### src/rtl/iqs_pkg.sv
package iqs_pkg;

    typedef enum logic [1:0] {
        ST_IDLE = 2'd0,
        ST_LEAD = 2'd1,
        ST_DATA = 2'd2
    } fr_state_e;

    typedef enum logic [1:0] {
        SM_PULSE = 2'd0,
        SM_HOLD  = 2'd1,
        SM_DUAL  = 2'd2
    } sync_mode_e;

endpackage

### src/rtl/iqs_clkgen.sv
module iqs_clkgen #(
    parameter int DIV_W = 2
) (
    input  logic             clk,
    input  logic             rst,
    input  logic             is_master,
    input  logic [DIV_W-1:0] sdiv,
    input  logic             sclk_in,
    input  logic             fsync_in,
    output logic             tick,
    output logic             fs_smp,
    output logic             sclk_out
);

    typedef struct packed {
        logic [DIV_W-1:0] cnt;
        logic             sclk;
        logic [2:0]       ck;
        logic [1:0]       fs;
    } ck_t;

    ck_t q, d;

    logic [DIV_W-1:0] div_eff;
    logic [DIV_W:0]   high_len;
    logic             m_tick;
    logic             s_tick;

    always_comb begin
        div_eff  = (sdiv == '0) ? DIV_W'(1) : sdiv;
        high_len = ({1'b0, div_eff} + (DIV_W+1)'(1)) >> 1;
        m_tick   = is_master && (q.cnt >= div_eff);
        s_tick   = !is_master && q.ck[1] && !q.ck[2];

        d    = q;
        d.ck = {q.ck[1:0], sclk_in};
        d.fs = {q.fs[0], fsync_in};
        if (is_master) begin
            d.cnt  = m_tick ? '0 : q.cnt + DIV_W'(1);
            d.sclk = ({1'b0, d.cnt} < high_len);
        end else begin
            d.cnt  = '0;
            d.sclk = 1'b0;
        end

        tick     = m_tick || s_tick;
        fs_smp   = q.fs[1];
        sclk_out = q.sclk;
    end

    always_ff @(posedge clk) begin
        if (rst) q <= '0;
        else     q <= d;
    end

    // a master serial tick always produces a rising serial clock edge
    a_r8_rise_on_tick: assert property (@(posedge clk) disable iff (rst)
        (is_master && m_tick) |=> sclk_out);

    // slave never drives a clock
    a_r10_slave_clk_low: assert property (@(posedge clk) disable iff (rst)
        (!is_master && !$past(is_master)) |-> !sclk_out);

endmodule

### src/rtl/iqs_buffer.sv
module iqs_buffer #(
    parameter int MAX_W = 24
) (
    input  logic             clk,
    input  logic             rst,
    input  logic             wr,
    input  logic [MAX_W-1:0] i_in,
    input  logic [MAX_W-1:0] q_in,
    input  logic             take,
    output logic             ready,
    output logic [MAX_W-1:0] i_out,
    output logic [MAX_W-1:0] q_out
);

    typedef struct packed {
        logic             rdy;
        logic [MAX_W-1:0] iw;
        logic [MAX_W-1:0] qw;
    } buf_t;

    buf_t q, d;

    always_comb begin
        d = q;
        if (take) d.rdy = 1'b0;
        if (wr) begin
            d.rdy = 1'b1;
            d.iw  = i_in;
            d.qw  = q_in;
        end
        ready = q.rdy;
        i_out = q.iw;
        q_out = q.qw;
    end

    always_ff @(posedge clk) begin
        if (rst) q <= '0;
        else     q <= d;
    end

    // taking the held sample empties the buffer unless a new one lands
    a_r9_take_clears: assert property (@(posedge clk) disable iff (rst)
        (take && !wr) |=> !ready);

    // a strobe always leaves a sample waiting
    a_r9_strobe_sets: assert property (@(posedge clk) disable iff (rst)
        wr |=> (ready && i_out == $past(i_in) && q_out == $past(q_in)));

endmodule

### src/rtl/iqs_shifter.sv
module iqs_shifter
    import iqs_pkg::*;
#(
    parameter int MAX_W = 24
) (
    input  logic             clk,
    input  logic             rst,
    input  logic             tick,
    input  logic             is_master,
    input  logic             fs_smp,
    input  logic [1:0]       wcode,
    input  logic [1:0]       mode,
    input  logic             ready,
    input  logic [MAX_W-1:0] i_buf,
    input  logic [MAX_W-1:0] q_buf,
    output logic             take,
    output logic             sdo,
    output logic             fsync_out,
    output logic             fend
);

    localparam int CNT_W = $clog2(2*MAX_W + 1);
    localparam int IDX_W = $clog2(MAX_W);
    localparam int W_MID = (MAX_W * 2) / 3;
    localparam int W_LOW = MAX_W / 2;

    typedef struct packed {
        fr_state_e        st;
        logic [CNT_W-1:0] cnt;
        logic [CNT_W-1:0] wd;
        logic [MAX_W-1:0] iw;
        logic [MAX_W-1:0] qw;
        logic             sdo;
        logic             fs;
        logic             fe;
    } sh_t;

    sh_t q, d;

    logic [CNT_W-1:0] wlen;
    logic [CNT_W-1:0] last;
    logic [CNT_W-1:0] idx;
    logic [CNT_W-1:0] pos;
    logic [IDX_W-1:0] bsel;
    logic             in_q;
    logic             want;
    logic             can_start;

    always_comb begin
        d    = q;
        take = 1'b0;

        case (wcode)
            2'd1:    wlen = CNT_W'(W_MID);
            2'd2:    wlen = CNT_W'(W_LOW);
            default: wlen = CNT_W'(MAX_W);
        endcase

        last      = q.wd << 1;
        want      = is_master ? ready : (ready && fs_smp);
        can_start = (q.st == ST_IDLE) || ((q.st == ST_DATA) && (q.cnt == last));
        idx       = (q.st == ST_LEAD) ? '0 : q.cnt;
        in_q      = (idx >= q.wd);
        pos       = in_q ? (idx - q.wd) : idx;
        bsel      = IDX_W'(MAX_W - 1) - IDX_W'(pos);

        if (tick) begin
            if (can_start) begin
                d.st  = ST_IDLE;
                d.sdo = 1'b0;
                d.fe  = 1'b0;
                d.fs  = 1'b0;
                d.cnt = '0;
                if (want) begin
                    take  = 1'b1;
                    d.st  = ST_LEAD;
                    d.iw  = i_buf;
                    d.qw  = q_buf;
                    d.wd  = wlen;
                    d.fs  = is_master;
                end
            end else begin
                d.st  = ST_DATA;
                d.cnt = idx + CNT_W'(1);
                d.sdo = in_q ? q.qw[bsel] : q.iw[bsel];
                d.fe  = (idx == last - CNT_W'(1));
                d.fs  = is_master &&
                        ((mode == SM_HOLD) ||
                         ((mode == SM_DUAL) && (idx == q.wd - CNT_W'(1))));
            end
        end

        sdo       = q.sdo;
        fsync_out = q.fs;
        fend      = q.fe;
    end

    always_ff @(posedge clk) begin
        if (rst) q <= '0;
        else     q <= d;
    end

    // nothing is driven while no frame is shown
    a_r11_idle_quiet: assert property (@(posedge clk) disable iff (rst)
        (q.st == ST_IDLE) |-> (!q.sdo && !q.fe && !q.fs));

    // frame end only alongside the final bit
    a_r6_fend_last_bit: assert property (@(posedge clk) disable iff (rst)
        q.fe |-> ((q.st == ST_DATA) && (q.cnt == last)));

    // the lead period carries the sync in master role and no data
    a_r3_lead_sync: assert property (@(posedge clk) disable iff (rst)
        (q.st == ST_LEAD) |-> ((q.fs == is_master) && !q.sdo && !q.fe));

    // after the lead period the first data bit follows on the next tick
    a_r7_lead_then_data: assert property (@(posedge clk) disable iff (rst)
        (tick && q.st == ST_LEAD) |=> ((q.st == ST_DATA) && (q.cnt == CNT_W'(1))));

    // serial outputs only move on serial rising edges
    a_r8_hold_between_ticks: assert property (@(posedge clk) disable iff (rst)
        !tick |=> ($stable(q.sdo) && $stable(q.fs) && $stable(q.fe)));

endmodule

### src/rtl/iq_serial_port.sv
module iq_serial_port #(
    parameter int MAX_W = 24,
    parameter int DIV_W = 2
) (
    input  logic             clk,
    input  logic             rst,
    input  logic             master_sel,
    input  logic [DIV_W-1:0] sdiv,
    input  logic [1:0]       wsel,
    input  logic [1:0]       sync_mode,
    input  logic             smp_valid,
    input  logic [MAX_W-1:0] smp_i,
    input  logic [MAX_W-1:0] smp_q,
    input  logic             sclk_in,
    input  logic             fsync_in,
    output logic             sclk_out,
    output logic             fsync_out,
    output logic             sdo,
    output logic             fend,
    output logic             data_ready
);

    logic             role_q, role_d;
    logic             tick;
    logic             fs_smp;
    logic             take;
    logic [MAX_W-1:0] i_buf;
    logic [MAX_W-1:0] q_buf;

    always_comb role_d = role_q;

    always_ff @(posedge clk) begin
        if (rst) role_q <= master_sel;
        else     role_q <= role_d;
    end

    iqs_clkgen #(.DIV_W(DIV_W)) u_clk (
        .clk      (clk),
        .rst      (rst),
        .is_master(role_q),
        .sdiv     (sdiv),
        .sclk_in  (sclk_in),
        .fsync_in (fsync_in),
        .tick     (tick),
        .fs_smp   (fs_smp),
        .sclk_out (sclk_out)
    );

    iqs_buffer #(.MAX_W(MAX_W)) u_buf (
        .clk  (clk),
        .rst  (rst),
        .wr   (smp_valid),
        .i_in (smp_i),
        .q_in (smp_q),
        .take (take),
        .ready(data_ready),
        .i_out(i_buf),
        .q_out(q_buf)
    );

    iqs_shifter #(.MAX_W(MAX_W)) u_sh (
        .clk      (clk),
        .rst      (rst),
        .tick     (tick),
        .is_master(role_q),
        .fs_smp   (fs_smp),
        .wcode    (wsel),
        .mode     (sync_mode),
        .ready    (data_ready),
        .i_buf    (i_buf),
        .q_buf    (q_buf),
        .take     (take),
        .sdo      (sdo),
        .fsync_out(fsync_out),
        .fend     (fend)
    );

    // the latched role never moves outside reset
    a_r10_role_hold: assert property (@(posedge clk) disable iff (rst)
        $stable(role_q));

endmodule

### config.mk
export PLATFORM = sky130hd
export DESIGN_NAME = iq_serial_port
export DESIGN_NICKNAME = d
export VERILOG_FILES = /design/src/rtl/iqs_pkg.sv /design/src/rtl/iqs_clkgen.sv /design/src/rtl/iqs_buffer.sv /design/src/rtl/iqs_shifter.sv /design/src/rtl/iq_serial_port.sv
export SDC_FILE = /design/constraint.sdc
export NUM_CORES = 1
export LEC_CHECK = 0
export ABC_CLOCK_PERIOD_IN_PS = 6800
export BUFFER_PORTS_ARGS = -buffer_cell sky130_fd_sc_hd__buf_2
export CORE_ASPECT_RATIO = 1.25
export CORE_MARGIN = 5
export CORE_UTILIZATION = 46
export DETAILED_ROUTE_END_ITERATION = 10
export PLACE_DENSITY_LB_ADDON = 0.12
export SLEW_MARGIN = 20
export SYNTH_ARGS = -nofsm -noshare
export SYNTH_HDL_FRONTEND = slang
export SYNTH_SLANG_ARGS = --single-unit
### constraint.sdc
create_clock -name clk -period 6.8 [get_ports clk]
set_clock_uncertainty 0.2 [all_clocks]
set_input_delay 0 -clock clk [delete_from_list [all_inputs] [get_ports clk]]
set_output_delay 0 -clock clk [all_outputs]
set_load 0.03 [all_outputs]
Yosys cells after proc, flatten, opt, wreduce, memory -nomap -nowiden

Cells that the tools add are included.

Reduce and logical (&&, ||, !) cells: 17
Mux-type cells: 20
Equal/unequal tests: 9
Magnitude comparators: 4
Bitwise operators: 1
Add/sub/neg operators: 7

Operator list:

| cell                                                                          | count |
|---|---|
| 49-bit 2-to-1 mux                                                             | 1 |
| 6-bit equality test                                                           | 3 |
| 1-bit binary-select mux with 5-bit select                                     | 2 |
| 1-bit 2-to-1 mux                                                              | 10 |
| 5-bit case mux with 2 select lines                                            | 1 |
| 8-bit 2-to-1 mux                                                              | 1 |
| 1-bit logical AND                                                             | 7 |
| 6-bit by 1-bit adder with 6-bit output (second input constant)                | 1 |
| 2-bit by 1-bit equality test with 1-bit output (second input constant)        | 3 |
| 2-bit equality test (second input constant)                                   | 3 |
| 6-bit by 5-bit greater-or-equal comparator with 1-bit output                  | 1 |
| 5-bit by 6-bit less-than comparator with 1-bit output (second input constant) | 1 |
| 6-bit 2-to-1 mux                                                              | 1 |
| 5-bit by 1-bit subtractor with 6-bit output (second input constant)           | 1 |
| 6-bit by 1-bit subtractor with 6-bit output (second input constant)           | 1 |
| 5-bit 2-to-1 mux                                                              | 1 |
| 5-bit subtractor                                                              | 1 |
| 5-bit subtractor (first input constant)                                       | 1 |
| 2-bit logical NOT                                                             | 2 |
| 2-bit 2-to-1 mux                                                              | 2 |
| 2-bit by 1-bit adder with 3-bit output (second input constant)                | 1 |
| 1-bit logical OR                                                              | 3 |
| 3-bit 2-to-1 mux                                                              | 1 |
| 3-bit AND reduction                                                           | 1 |
| other kinds (7)                                                               | 8 |

Bits in registers: 122
Input port bits: 60
Word-level logic and storage cells: 74

Longest topological paths before layout

Gate-level depths: netlist of the first run.

Depth in word-level cells: 9
Gate-level depth with buffers: 13
Depth with buffers taken out: 10

Cells and area by module

From an unflattened synthesis of the first run, not the netlist that was laid out.

Cells, all modules: 614
Area total of the unflattened synthesis: 5724.2 sq um

Modules (own cells, without submodules):

| module         | times used | area an instance (sq um) | cells each |
|---|---|---|---|
| iqs_shifter    | 1          | 3595.9                   | 421 |
| iqs_buffer     | 1          | 1746.7                   | 159 |
| iqs_clkgen     | 1          | 351.6                    | 33 |
| iq_serial_port | 1          | 30.0                     | 1 |

Worst setup path before layout of the first run

Ideal clock, no wire load.

Kind: register to register
From: register u_sh.q[64] (netlist bit)
To: register u_sh.q, in the netlist u_sh.sdo
Library setup time: 0.126 ns
Cell stages (with the launch flop): 13
Path slack: 4.158 ns
Data required time: 6.474 ns
Clock period less this slack: 2.642 ns
Arrival: 2.315 ns
Cells stage by stage: dfxtp_1 -> buf_6 -> nand2b_1 -> buf_6 -> buf_6 -> nand2_1 -> ha_1 -> clkbuf_1 -> mux2_2 -> o31ai_1 -> o21ai_0 -> a221oi_1 -> a21oi_1

Word-level cells in the longest chain between the ends: 9
Elaborated cells between the ends (all ways): 16
Classes of those cells: 2 x add/sub; 1 x order compare; 2 x eq/ne; 8 x mux; 3 x reduce/logical

Ends and longest elaborated chain:

| what                                                                                             | RTL line                             | source |
|---|---|---|
| start: declaration                                                                               | iqs_shifter.sv:38                    | `sh_t q, d;` |
| start signal: assignment                                                                         | iqs_shifter.sv:99                    | `if (rst) q <= '0;` |
| start signal: assignment                                                                         | iqs_shifter.sv:100                   | `else q <= d;` |
| 2-bit by 1-bit equality test with 1-bit output                                                   | iqs_shifter.sv:62                    | `idx = (q.st == ST_LEAD) ? '0 : q.cnt;` |
| 6-bit 2-to-1 mux                                                                                 | iqs_shifter.sv:62                    |  |
| 5-bit subtractor or 6-bit by 5-bit greater-or-equal comparator with 1-bit output (tied branches) | iqs_shifter.sv:64, iqs_shifter.sv:63 |  |
| 5-bit 2-to-1 mux                                                                                 | iqs_shifter.sv:64                    | `pos = in_q ? (idx - q.wd) : idx;` |
| 5-bit subtractor                                                                                 | iqs_shifter.sv:65                    | `bsel = IDX_W'(MAX_W - 1) - IDX_W'(pos);` |
| 1-bit binary-select mux with 5-bit select                                                        | iqs_shifter.sv:85                    | `d.sdo = in_q ? q.qw[bsel] : q.iw[bsel];` |
| 1-bit 2-to-1 mux (implied by the code)                                                           | iqs_shifter.sv:85                    |  |
| 1-bit 2-to-1 mux                                                                                 | iqs_shifter.sv:85                    |  |
| 3-bit 2-to-1 mux (*)                                                                             | iqs_shifter.sv:68                    | `if (can_start) begin` |

Mark *: on every way between the ends. The rest lies on a longest branch, timed or not. The select of a mux whose other input is x is not followed.
A chain may end at the register's enable or synchronous reset.

Final worst setup path of the first run

From: register u_sh.q[58] (netlist bit)
To: register u_sh.q, in the netlist u_sh.last[3]

Word-level cells in the longest chain between the ends: 4

Ends and longest elaborated chain:

| what                          | RTL line          | source |
|---|---|---|
| 6-bit equality test           | iqs_shifter.sv:61 | `can_start = (q.st == ST_IDLE) \|\| ((q.st == ST_DATA) && (q.cnt == last));` |
| 1-bit logical AND             | iqs_shifter.sv:61 |  |
| 1-bit logical OR              | iqs_shifter.sv:61 |  |
| 3-bit AND reduction (no line) | n/a               |  |

Every way passes these cells.

==> flow_metrics.py, run 1 <==
metrics = {
    "outcome": {
        "status": "finished, final reports clean",
    },
    "floorplan": {
        "die_h_um": 130,
        "pin_count": 65,
        "core_area_um2": 11500,
        "start_util_pct": 46.4,
        "die-area_um2": 13900,
        "fp-row-count": 44,
        "fp.dieW_um": 106,
    },
    "sta": {
        "fin_crit_ns": 4.02,
        "maxSlewHeadroom_pct": 36.6,
        "worst_pin_slew_ns": 0.950,
        "rsz0062_at_grt": "false",
        "clock.fmax_mhz": 249,
        "setup_violations": 0,
        "drv_slew": 0,
        "finalHoldViolCount": 0,
        "tns_ns": 0,
        "post-route-period-util_pct": 59.1,
        "whs_ns": 0.0724,
    },
    "global_routing": {
        "gr-total-overflow": 0,
        "track_usage_pct": 19.0,
        "grt_max_degree": 70,
        "first_global_vias": 4453,
        "grt_pass1_wl_um": 21100,
        "antenna_found_initial": 0,
    },
    "clock_tree": {
        "clock_sinks": 120,
        "cts.clk_slew.worst_paths_ns": 0.06,
        "clk_latency_ns": 0.41,
        "numCtsBuffers": 17,
        "cts_tree": "yes",
        "htreeDepth": 4,
        "cts_buffer_depth": 2,
        "cts_root_buffer": "clkbuf_16",
    },
    "setup_path": {
        "endpoint": "u_sh.last[3]$_SDFFE_PP0P_",
        "crit_start": "u_sh.q[58]$_SDFFE_PP0N_",
        "max_stage_delay_ns": 0.92,
        "critPathLaunchType": "flop",
        "r2r_slack_ns": 2.78,
        "crit_chain": "buf_4 > nor3_1 > nand4_1 > a21oi_2 > o2111a_2 > nand3b_1 > dlygate4sd3_1 > a21oi_1 > dlygate4sd3_1",
        "worstSetupEndpointType": "flop",
        "path_common_cell": "dlygate4sd3_1",
        "cp.depth": 9,
        "path_buf_inv": 3,
        "worstReg2RegEnd": "u_sh.last[3]$_SDFFE_PP0P_",
        "worstPathRequired_ns": 6.95,
        "crit_path_max_fanout": 49,
        "reg2reg_depth": 9,
        "critPathTopFamily": "compound AO/OA/AOI/OAI gates",
        "r2r-start": "u_sh.q[58]$_SDFFE_PP0N_",
        "crit_type": "flop to flop",
        "crit_arrival_ns": 4.17,
        "critPathSlowestCell": "o2111a_2",
    },
    "placement": {
        "dp_hpwl_um": 8020,
        "portBuffers": 64,
        "place.gp.congestion": 0.879,
    },
    "synth": {
        "synth_enable_flop_cells": 1,
        "synth_top_area_cell": "dfxtp_1",
        "yosysTopAreaCellShare_pct": 44.6,
        "yosysMostFrequentCell": "dfxtp_1",
        "yosys.cell_types.count": 62,
        "syn_nets": 685,
        "synth.cell_area_um2": 5340,
        "synth-main-ff-cell": "dfxtp_1",
        "async_flop_share_pct": 0,
        "yosys-top-cells-area": "dfxtp_1, mux2i_1, nand2_1",
        "ys_ff_latch": 120,
        "ys_seq_area_share_pct": 45.2,
        "syn_inst": 615,
        "ys.warnings.count": 0,
        "synth_common_cells": "dfxtp_1, nand2_1, a21oi_1",
        "syn_area_per_cell_um2": 8.68,
    },
    "pwr": {
        "power.density_nw_per_um2": 255,
        "peakVddDrop_mv": 0.182,
        "p_leak_nw": 2.85,
    },
    "route": {
        "vias_per_cell": 5.20,
        "wl_um": 12700,
        "dr_total_vias": 4634,
        "drt-initial-drc-count": 236,
        "drt_first_pass_iters": 4,
        "routedWlPerCell_um": 14.2,
        "drc": 0,
        "ant_nets": 0,
    },
    "cells_and_area": {
        "antenna_cells": 0,
        "nets": 810,
        "drive_gt1_share_pct": 15.7,
        "nFillCells": 999,
        "syn_to_final_growth_pct": 32.7,
    },
    "job": {
        "maxCapViolCount": 0,
    },
    "min_path": {
        "min_path_type": "input pin to flop",
    },
}
## sequential cells by signal, summed over array words and instances, names as in the netlist
register        cells
role_d              1
u_buf.i_out        24
u_buf.q_out        24
u_buf.ready         1
u_clk.d             3
u_clk.fs_smp        1
u_clk.q             3
u_clk.sclk_out      1
u_sh.fend           1
u_sh.fsync_out      1
u_sh.last           3
u_sh.q             56
u_sh.sdo            1
## worst min-delay path by stage
stage	from	end	slack (ns)	cells after the start
CTS	sync_mode[0]	u_sh.fsync_out$_SDFFE_PP0N_	0.05	6
finish	sync_mode[0]	u_sh.fsync_out$_SDFFE_PP0N_	0.07	6
global route	sync_mode[0]	u_sh.fsync_out$_SDFFE_PP0N_	0.08	6
detailed placement	master_sel	role_d$_DFFE_PP_	-0.02	1
global placement	master_sel	role_d$_DFFE_PP_	-0.02	1
floorplan	master_sel	role_d$_DFFE_PP_	-0.10	0
## power breakdown
part / internal, mW / switching, mW / leakage [nW]
Sequential: 0.729 / 0.0172 / 0.980
Clock: 0.576 / 0.330 / 0.285
Combinational: 0.0795 / 0.0721 / 1.58
Total: 1.39 / 0.420 / 2.85
## timing repair
| item | 4_1_cts | 5_1_grt |
|---|---|---|
| setup buffers | 0 | 0 |
| gates resized for setup | 0 | 0 |
| endpoints found under the hold margin | 79 | 0 |
| hold buffers | 80 | 0 |
## per-layer routing
| layer | routed length [µm] | vias up | GRT usage [%] |
|---|---|---|---|
| li1 | - | 2357 | - |
| met1 | 5960 | 2202 | 23.9 |
| met2 | 6200 | 63 | 32.3 |
| met3 | 378 | 12 | 4.42 |
| met4 | 152 | 0 | 6.10 |
| met5 | 0 | - | 0 |
## area by class of cell
cell class                      count  area [µm²]  area share (%)
Multi-Input combinational cell    433        2660            37.5
Sequential cell                   120        2410            34.1
Timing Repair Buffer              150        1170            16.5
Clock buffer                       17         425            6.00
Clock inverter                     15         179            2.53
Tap cell                          138         173            2.44
Inverter                           18        67.6           0.954
## placed cells by master, fill, tap and decap left out, drive strengths merged, types with 3 or more instances in the layout
master	Yosys	layout
a211oi	5	5
a21oi	66	66
a221oi	3	3
a311oi	5	5
a31oi	7	7
and2	3	3
buf	22	70
bufinv	0	3
clkbuf	22	17
clkinv	0	7
clkinvlp	0	4
dfxtp	119	119
dlygate4sd3	0	80
ha	9	9
inv	18	19
mux2	4	4
mux2i	54	54
nand2	111	111
nand2b	10	10
nand3	5	5
nand3b	4	4
nand4	3	3
nor2	61	61
nor2b	12	12
nor3	7	7
nor3b	10	10
o211ai	3	3
o21ai	9	9
xnor2	8	8
## cell families after synthesis
| group | synth area share, % |
|---|---|
| AOI/OAI and AO/OA | 14.5 |
| xor gates and xnor gates | 1.64 |
| adders and majority gates | 2.48 |
| buffers and inverters | 5.25 |
| DFF | 45.2 |
| muxes | 11.4 |
| and+or+nand+nor | 19.6 |
## tightest hold or removal path, cell delays in order
cell and delay, ns:
buf_2 0.09, nor3_1 0.05, o221ai_1 0.06, a211oi_1 0.06, o311ai_1 0.29, a21oi_1 0.07
## per-stage QoR
step                util, %  setup slack [ns]  area [µm²]  power (mW)  std cells
floorplan                 -              4.16        5340       0.842        615
global placement       49.4              3.31        5680       0.875        779
detailed placement     49.4              3.38        5680       0.879        779
CTS                    61.6              2.76        7080        1.82        891
global route           61.6              2.50        7080        1.88        891
finish                 61.6              2.78        7080        1.80        891
No activity file was read; power rests on OpenSTA's default activity.
==> run 2, diff against run 1 <==
ABC_CLOCK_PERIOD_IN_PS = 3350   (was 6800)
clock period = 3.35 ns   (was 6.8 ns; I/O delays follow)
==> run 2 against run 1 <==
Final cell count increased by 0.45%. Combinational power increased by 110%. Routed wire length decreased by 1.3%. Sequential share of layout area about the same. Maximum frequency increased by 33%. Sequential power increased by 100%. Die area unchanged. Total power increased by 97%. Register-to-register slack got worse by 2.5 ns. Non-clock buffer count increased by 5. First-iteration DRC count decreased by 17%. Utilization about the same.
==> flow_metrics.py, run 2 (synthesized netlist as in run 1, its figures left out) <==
metrics = {
    "pwr": {
        "p_leak_nw": 2.87,
        "seq_power_share_pct": 42.5,
        "peakVddDrop_mv": 0.282,
        "switching_share_pct": 22.2,
        "power.density_nw_per_um2": 502,
        "internal_power_mw": 2.77,
        "p_switching_mw": 0.791,
        "p_clk_share_pct": 48.6,
        "pwr-share-comb_pct": 8.9,
    },
    "sta": {
        "clock.fmax_mhz": 330,
        "finalHoldViolCount": 0,
        "tns_ns": 0,
        "worst_pin_slew_ns": 0.960,
        "fin_ws_ns": 0.318,
        "setup_violations": 0,
        "fin_crit_ns": 3.03,
        "post-route-period-util_pct": 90.5,
        "rsz0062_at_grt": "false",
        "drv_slew": 0,
        "maxSlewHeadroom_pct": 36.0,
    },
    "route": {
        "vias_per_cell": 5.18,
        "wl_um": 12500,
        "dr_total_vias": 4632,
        "drc": 0,
        "drt-initial-drc-count": 195,
        "ant_nets": 0,
        "drt_first_pass_iters": 4,
        "routedWlPerCell_um": 14.0,
    },
    "setup_path": {
        "crit_type": "flop to flop",
        "crit_chain": "inv_1 > ha_1 > nand2b_1 > a21oi_1 > o21bai_2 > o2111a_2 > buf_4 > nand3b_1 > dlygate4sd3_1 > and2_1",
        "crit_start": "u_clk.q[6]$_SDFF_PP0_",
        "max_stage_delay_ns": 0.58,
        "worstPathRequired_ns": 3.44,
        "crit_path_max_fanout": 24,
        "critPathSlowestCell": "dlygate4sd3_1",
        "worstSetupEndpointType": "flop",
        "critPathLaunchType": "flop",
        "r2r-start": "u_clk.q[6]$_SDFF_PP0_",
        "crit_arrival_ns": 3.12,
    },
    "clock_tree": {
        "numCtsBuffers": 17,
        "cts_setup_buffers": 0,
        "htreeDepth": 4,
        "cts.clk_slew.worst_paths_ns": 0.05,
        "clock_sinks": 120,
        "clk_latency_ns": 0.40,
        "cts_tree": "yes",
        "cts_buffer_depth": 2,
        "cts_root_buffer": "clkbuf_16",
    },
    "global_routing": {
        "track_usage_pct": 19.2,
        "grt_pass1_wl_um": 21500,
        "first_global_vias": 4625,
        "grt_max_degree": 80,
        "antenna_found_initial": 0,
        "gr-total-overflow": 0,
    },
    "cells_and_area": {
        "regMostFlops": "u_sh.q",
        "syn_to_final_growth_pct": 32.8,
        "largest_reg_flops": 56,
        "nets": 815,
        "antenna_cells": 0,
        "final_common_cell": "dfxtp_1",
        "layout_common_cells": "dfxtp_1, nand2_1, dlygate4sd3_1",
        "drive_gt1_share_pct": 16.1,
    },
    "floorplan": {
        "die-area_um2": 13900,
        "start_util_pct": 46.4,
        "pin_count": 65,
        "core_area_um2": 11500,
        "fp.dieW_um": 106,
        "die_h_um": 130,
        "fp-row-count": 44,
    },
    "min_path": {
        "hold_path.startpoint": "sync_mode[0]",
        "min_path_type": "input pin to flop",
    },
    "placement": {
        "place.gp.congestion": 0.990,
        "pre_cts_ws_ns": 0.329,
        "portBuffers": 64,
        "dp_hpwl_um": 8240,
    },
    "job": {
        "maxCapViolCount": 0,
    },
    "outcome": {
        "status": "finished, final reports clean",
    },
}
-- run 2: layer usage --
metal  routed length, µm  track usage [%]
met1                5650             23.1
met2                6180             33.3
met3                 462             4.32
met4                 229             7.70
met5                   0                0
-- run 2: area by class of cell --
type,instances,area [µm²]
sequential,120,2410
clock inverter,9,101
clock buffer,22,464
fill,1029,4420
timing repair buffer,155,1200
multi-input combinational,433,2670
inverter,18,67.6
tap,138,173
-- run 2: path summary, 6_finish.rpt --
check | endpoint | slack (ns) | cells after the start
hold reg to reg | u_clk.d[4]$_SDFF_PP0_ | 0.24 | 1
hold / removal | u_sh.fsync_out$_SDFFE_PP0N_ | 0.05 | 6
setup / recovery | u_sh.last[5]$_SDFFE_PP0P_ | 0.32 | 10
setup reg to reg | u_sh.last[5]$_SDFFE_PP0P_ | 0.32 | 10
-- run 2: repair_timing --
item	in CTS	in global routing
endpoints found under the hold margin	75	0
hold buffers	78	0
endpoints found under the setup margin	0	2
resized for setup	0	2
-- run 2: worst max-delay path, delay by kind of cell (launching register included) --
family / cells / cell delay [ns]
flops: 1 / 0.37
fa+ha+maj: 1 / 0.27
buf+inv: 3 / 0.90
simple gates: 3 / 0.35
compound gates: 3 / 0.83
-- run 2: stage by stage --
stage	hold slack, ns	instance area (µm²)	power [mW]	utilization, %	instances
detailed placement	-0.0127	5730	1.79	49.8	786
CTS	0.0354	7080	3.60	61.5	895
finish	0.0523	7090	3.56	61.6	895
global route	0.102	7090	3.71	61.6	895
global placement	-0.0177	5730	1.78	49.8	786
floorplan	-0.101	5340	1.71	-	615
-- run 2: power by group through the flow --
stage,registers (mW),logic (mW),clock network [mW]
after detailed placement,1.54,0.247,0
after global placement,1.54,0.241,0
after floorplan,1.54,0.171,0
after CTS,1.51,0.318,1.77
after global routing,1.52,0.356,1.84
final,1.51,0.319,1.73
